### config.mk
export PLATFORM = sky130hd
export DESIGN_NAME = col_jab_sup
export DESIGN_NICKNAME = d
export VERILOG_FILES = /design/src/rtl/col_jab_sup.sv
export SDC_FILE = /design/constraint.sdc
export NUM_CORES = 1
export LEC_CHECK = 0
export BUFFER_PORTS_ARGS = -buffer_cell sky130_fd_sc_hd__buf_2
export CORE_UTILIZATION = 58
export DETAILED_ROUTE_END_ITERATION = 8
export PLACE_DENSITY = 0.77
export SYNTH_ARGS = -nofsm -noshare
export SYNTH_HDL_FRONTEND = slang
export SYNTH_SLANG_ARGS = --single-unit
### constraint.sdc
create_clock -name clk -period 1.7 [get_ports clk]
set_input_delay 0.255 -clock clk [delete_from_list [all_inputs] [get_ports clk]]
set_output_delay 0.255 -clock clk [all_outputs]
set_load 0.1 [all_outputs]
### src/rtl/col_jab_sup.sv
module col_jab_sup #(
  parameter int JAB_MS       = 50,
  parameter int UNJAB_MS     = 500,
  parameter int STRETCH_MS   = 40,
  parameter int CARRIER_HALF = 1
) (
  input  logic clk,
  input  logic rst_n,
  input  logic ms_tick,
  input  logic tx_act,
  input  logic tx_data_in,
  input  logic rx_act,
  input  logic sqe_act,
  output logic tx_data_out,
  output logic ci_out,
  output logic col_n,
  output logic rcv_n
);
  localparam int JW = $clog2(JAB_MS + 1);
  localparam int UW = $clog2(UNJAB_MS + 1);
  localparam int SW = $clog2(STRETCH_MS + 1);
  localparam int DW = $clog2(CARRIER_HALF + 1);

  logic          jab_q;
  logic [JW-1:0] jcnt;
  logic [UW-1:0] ucnt;
  logic [SW-1:0] str;
  logic [DW-1:0] div;
  logic          sq, ci_en_q, col_q, rcv_q;

  wire coll    = tx_act & rx_act;
  wire col_nxt = coll | jab_q | (str != '0);

  assign tx_data_out = tx_data_in & tx_act & ~jab_q;
  assign ci_out      = ci_en_q & sq;
  assign col_n       = ~col_q;
  assign rcv_n       = ~rcv_q;

  always_ff @(posedge clk or negedge rst_n) begin
    if (!rst_n) begin
      jab_q <= 1'b0;
      jcnt  <= '0;
      ucnt  <= '0;
    end else if (!jab_q) begin
      ucnt <= '0;
      if (!tx_act)
        jcnt <= '0;
      else if (ms_tick) begin
        if (jcnt == JW'(JAB_MS - 1)) begin
          jab_q <= 1'b1;
          jcnt  <= '0;
        end else
          jcnt <= jcnt + 1'b1;
      end
    end else begin
      if (tx_act)
        ucnt <= '0;
      else if (ms_tick) begin
        if (ucnt == UW'(UNJAB_MS - 1)) begin
          jab_q <= 1'b0;
          ucnt  <= '0;
        end else
          ucnt <= ucnt + 1'b1;
      end
    end
  end

  always_ff @(posedge clk or negedge rst_n) begin
    if (!rst_n)
      str <= '0;
    else if (coll)
      str <= SW'(STRETCH_MS);
    else if (ms_tick && str != '0)
      str <= str - 1'b1;
  end

  always_ff @(posedge clk or negedge rst_n) begin
    if (!rst_n) begin
      div <= '0;
      sq  <= 1'b0;
    end else if (div == DW'(CARRIER_HALF - 1)) begin
      div <= '0;
      sq  <= ~sq;
    end else
      div <= div + 1'b1;
  end

  always_ff @(posedge clk or negedge rst_n) begin
    if (!rst_n) begin
      ci_en_q <= 1'b0;
      col_q   <= 1'b0;
      rcv_q   <= 1'b0;
    end else begin
      ci_en_q <= coll | jab_q | sqe_act;
      col_q   <= col_nxt;
      rcv_q   <= rx_act | col_nxt;
    end
  end
endmodule


[Word level (Yosys, flattened, before mapping)]
Cells that the tools add are included.
Cells by class
  shifts and indexed selects: 0
  divide/modulo/power cells: 0
  eq/ne operators: 4
  add/subtract/negate cells: 4
  muxes and demuxes: 17
  bitwise gates (word level): 12
  multipliers: 0
  magnitude comparators: 0
  reductions and logical operators: 4
Operators by type and width (number)
  two-way mux 9 bit: 4
  two-way mux 6 bit: 5
  adder 9 x 1 -> 9 bit, second input constant: 1
  == test 9 bit, second input constant: 1
  two-way mux 1 bit: 8
  adder 6 x 1 -> 6 bit, second input constant: 1
  == test 6 bit, second input constant: 1
  nonzero test 6 bit: 1
  subtractor 6 x 1 -> 6 bit, second input constant: 1
  bitwise AND 1 bit: 4
  NOT 1 bit: 4
  bitwise OR 1 bit: 4
  inequality test 3 bit, second input constant: 1
  inequality test 2 bit, second input constant: 1
  AND reduction 2 bit: 1
  nonzero test 2 bit: 1
  adder 1 bit, second input constant: 1
  logical AND 1 bit: 1
Word-level totals
  latch bits: 0
  output and inout port bits: 4
  ROM bits: 0
  memories: 0
  register bits: 27
  input bits: 7
  RAM bits: 0
  word-level logic and storage cells: 50

[Longest topological paths before layout]
  word-level depth: 5
  mapped depth: 6
  depth with buffers taken out: 6

[Worst setup path after synthesis]
OpenSTA, ideal clock, no wires.
  kind: reg-to-output
  from: register jab_q
  to: output tx_data_out
  stages on the path, launching flop included: 3
  data required time: 1445 ps
  arrival time: 1350 ps
  buffers on the path: 1
  path slack: 95 ps
  path through: dfrtp_1 buf_2 and3b_1
On the way
  cells in the longest elaborated chain, start to end: 2
Ends and longest elaborated chain
  start, declared: RTL line 24  | logic jab_q;
  start signal, assigned: RTL line 41  | jab_q <= 1'b0;
  start signal, assigned: RTL line 50  | jab_q <= 1'b1;
  start signal, assigned: RTL line 60  | jab_q <= 1'b0;
  NOT 1 bit (no source line)
  bitwise AND 1 bit: RTL line 34  | assign tx_data_out = tx_data_in & tx_act & ~jab_q;
  end, declared: RTL line 14  | output logic tx_data_out,
Every way passes these cells.

[Worst setup path in the final report]
  from: register ucnt[1]
  to: register ucnt[6]
On the way
  cells in the longest elaborated chain, start to end: 5
  elaborated cells on any way between the ends: 6
  those cells by class: add/sub (1); eq/ne (1); mux (4)
Ends and longest elaborated chain
  start, declared: RTL line 26  | logic [UW-1:0] ucnt;
  start signal, assigned: RTL line 63  | ucnt <= ucnt + 1'b1;
  adder 9 x 1 -> 9 bit / == test 9 bit (equally long branches): RTL line 63, 59
  two-way mux 9 bit *: RTL line 59  | if (ucnt == UW'(UNJAB_MS - 1)) begin
  two-way mux 9 bit *: RTL line 58  | else if (ms_tick) begin
  two-way mux 9 bit *: RTL line 56  | if (tx_act)
  two-way mux 9 bit *: RTL line 44  | end else if (!jab_q) begin
Every way passes the cells marked *; elsewhere a longest branch is shown, timed or not. The select of a mux whose other input is x is not followed.
A chain may end at the register's enable or synchronous reset.

==> metrics <==
max-slew violations 0; area leader, netlist dfrtp_1; Synth Cell Area 0.00139 mm2; register area share after synthesis 46.8%; critical path, cell by cell ha_1 -> and4bb_2 -> a211oi_4 -> buf_4 -> nand3b_1 -> o21ai_0; Die Y 51.0 um; synth top area cells dfrtp_1 47%, ha_1 4.5%, nor2_1 3.8%; Synth top area share 46.8%; area occupied by registers 651 um2; Post-DP HPWL 1.93 mm; Layout Nets 174; Worst path slowest cell dfrtp_1; Die ar. 0.00260 mm2; min Tclk post-route 1640 ps; endpoint class of the critical path flop; slew margin rel. 62.7%; vias in the first global route 1,058; Max Cap Viol 0; total power 1.36 mW; Synth cell types 44; # IOs 11; DR iter-0 viols 7; Max VDD drop 660 uV; achievable frequency 611 MHz; Pwr per Cell Area 870 mW/mm2; CTS tree built; multi-input logic area 694 um2; wire per inst 14.4 um; Setup CP Type reg -> reg; site row count 17; Final Hold Vio Count 0; Max Fanout on Critical Path 5; Worst Max-Slew Pin Slew 560 ps; global placement routability congestion 0.848; Fill cells 187; CTS root buffer clkbuf_4; Num CTS Buffers 3; initial antenna violation count 0; Placement Setup Slack 64.5 ps; worst path arrival time 1880 ps; diode count 0; Clock Path Buffers 2; vias 1,111; Min-Delay Path Class in -> reg; Avg Cell Area, Syn 9.66 um2; IO Port Bufs 10; Pre-antenna DRT Iters 4; gr ovfl total 0; Placeable Area 0.00223 mm2; routed wire length 2.73 mm; drt drc 0; ANT nets after route 0; clk slew on worst S/H paths 140 ps; P&R area growth vs syn 12.5%; delay-heaviest family, CP flip-flops; Critical Path RT 1950 ps; Yosys reg bits 26; CP bufs+invs 1; Clk Latency, worst-skew pair 310 ps; Synth Warn # 0; Tcrit/Tclk final 96.2%; Vias/cell 5.88; setup ws final 64.4 ps; setup violators final 0; max incr delay on CP 460 ps; layout cell share with drive strength beyond 1 18.6%; largest net degree at the start of global routing 27; CP Launch Type flop; most common cell after layout, fill and taps aside dfrtp_1; H-tree depth 1; Pleak 0.723 nW; Final Skew 5.17 ps; overall routing resource usage 23.2%; die outline width 51.0 um; Syn Nets 156; Clock Sinks 26; initial core utilization 62.3%; status finished clean; most frequent cells in the layout 26 x dfrtp_1, 14 x nor2_1, 9 x nand3_1, 9 x nand2_1, 9 x buf_2; Post-Synthesis Cells 144; global-route wire length before repair 4.52 mm
-- cells by family (layout without fill, tap and decap cells) --
logic type | after synthesis | in the layout | share of synthesized area (%)
mux | 2 | 2 | 1.53
compound gates | 25 | 25 | 12.5
simple gates | 65 | 65 | 26.3
buf+inv | 14 | 31 | 4.05
fa+ha+maj | 5 | 5 | 4.50
flops | 26 | 26 | 46.8
xor+xnor | 7 | 7 | 4.41
-- metrics by stage --
stage,instance area (um2),cells,hold slack [ps],utilization (%),TNS (ps)
6_report,1570,189,128,70.1,0
3_5_place_dp,1480,180,280,66.1,0
3_3_place_gp,1480,180,274,66.1,0
4_1_cts,1530,185,125,68.3,0
5_1_grt,1570,189,124,70.1,-24.3
2_1_floorplan,1390,144,-40.6,-,0
-- path summary, 6_finish.rpt --
path	from	end	slack (ps)	cells after the start
min in group asynchronous	rst_n	ucnt[6]	480	2
worst min register to register	sq	sq	420	1
worst min-delay path	sqe_act	ci_en_q	130	2
max in group asynchronous	rst_n	str[4]	850	2
worst max register to register	ucnt[1]	ucnt[6]	60	6
worst max-delay path	ucnt[1]	ucnt[6]	60	6
-- repair_timing --
action / in CTS / in global routing
resized for setup: 1 / 3
hold endpoints to repair: 26 / 0
pin swaps: 0 / 1
buffers inserted: 0 / 4
endpoints found under the setup margin: 1 / 5
hold buffers: 1 / 0
-- layer usage --
| layer | track usage, % | share of wire (%) | up-vias |
|---|---|---|---|
| li1 | - | - | 543 |
| met1 | 29.0 | 48 | 552 |
| met2 | 40.8 | 50 | 14 |
| met3 | 2.98 | 1.7 | 2 |
| met4 | 7.87 | 0.62 | 0 |
| met5 | 0 | 0 | - |
-- synth_stat cells, drive strengths merged --
master / count
dfrtp: 26
nor2: 14
inv: 9
nand2: 9
nand3: 9
o21ai: 6
xor2: 6
ha: 5
nand4: 5
a21oi: 4
nor3: 4
a21o: 3
and2: 3
buf: 3
nand2b: 3
or4: 3
a211oi: 2
a22o: 2
clkbuf: 2
nor4: 2
o21a: 2
o31ai: 2
or2: 2
or3: 2
a22oi: 1
and3: 1
and3b: 1
and4: 1
and4bb: 1
mux2: 1
mux2i: 1
nand3b: 1
nand4b: 1
nor2b: 1
nor4b: 1
o2111ai: 1
o211ai: 1
o21ba: 1
or3b: 1
xnor2: 1
-- power by group --
part	leakage, nW	internal [mW]	switching, mW
sequential	0.329	0.683	0.0669
clock	0.0210	0.131	0.177
combinational	0.372	0.133	0.171
total	0.723	0.947	0.416
-- worst register-to-register path, cell delays in order, from the launching register on --
cell      delay, ps
dfrtp_1         460
ha_1            260
and4bb_2        280
a211oi_4        270
buf_4           170
nand3b_1         70
o21ai_0          70
-- flip-flops by register name, summed over array words and instances, names as in the netlist --
| signal | cells |
|---|---|
| ucnt | 9 |
| jcnt | 6 |
| str | 6 |
| ci_en_q | 1 |
| col_q | 1 |
| jab_q | 1 |
| rcv_q | 1 |
| sq | 1 |
-- final cells by class --
class	count	area share, %
clock buffers	4	2.32
well taps	28	2.24
flip-flops and latches	26	41.6
multi-input cells	104	44.4
repair buffers	18	7.35
inverters	9	2.16
No activity file was read; power rests on OpenSTA's default activity.
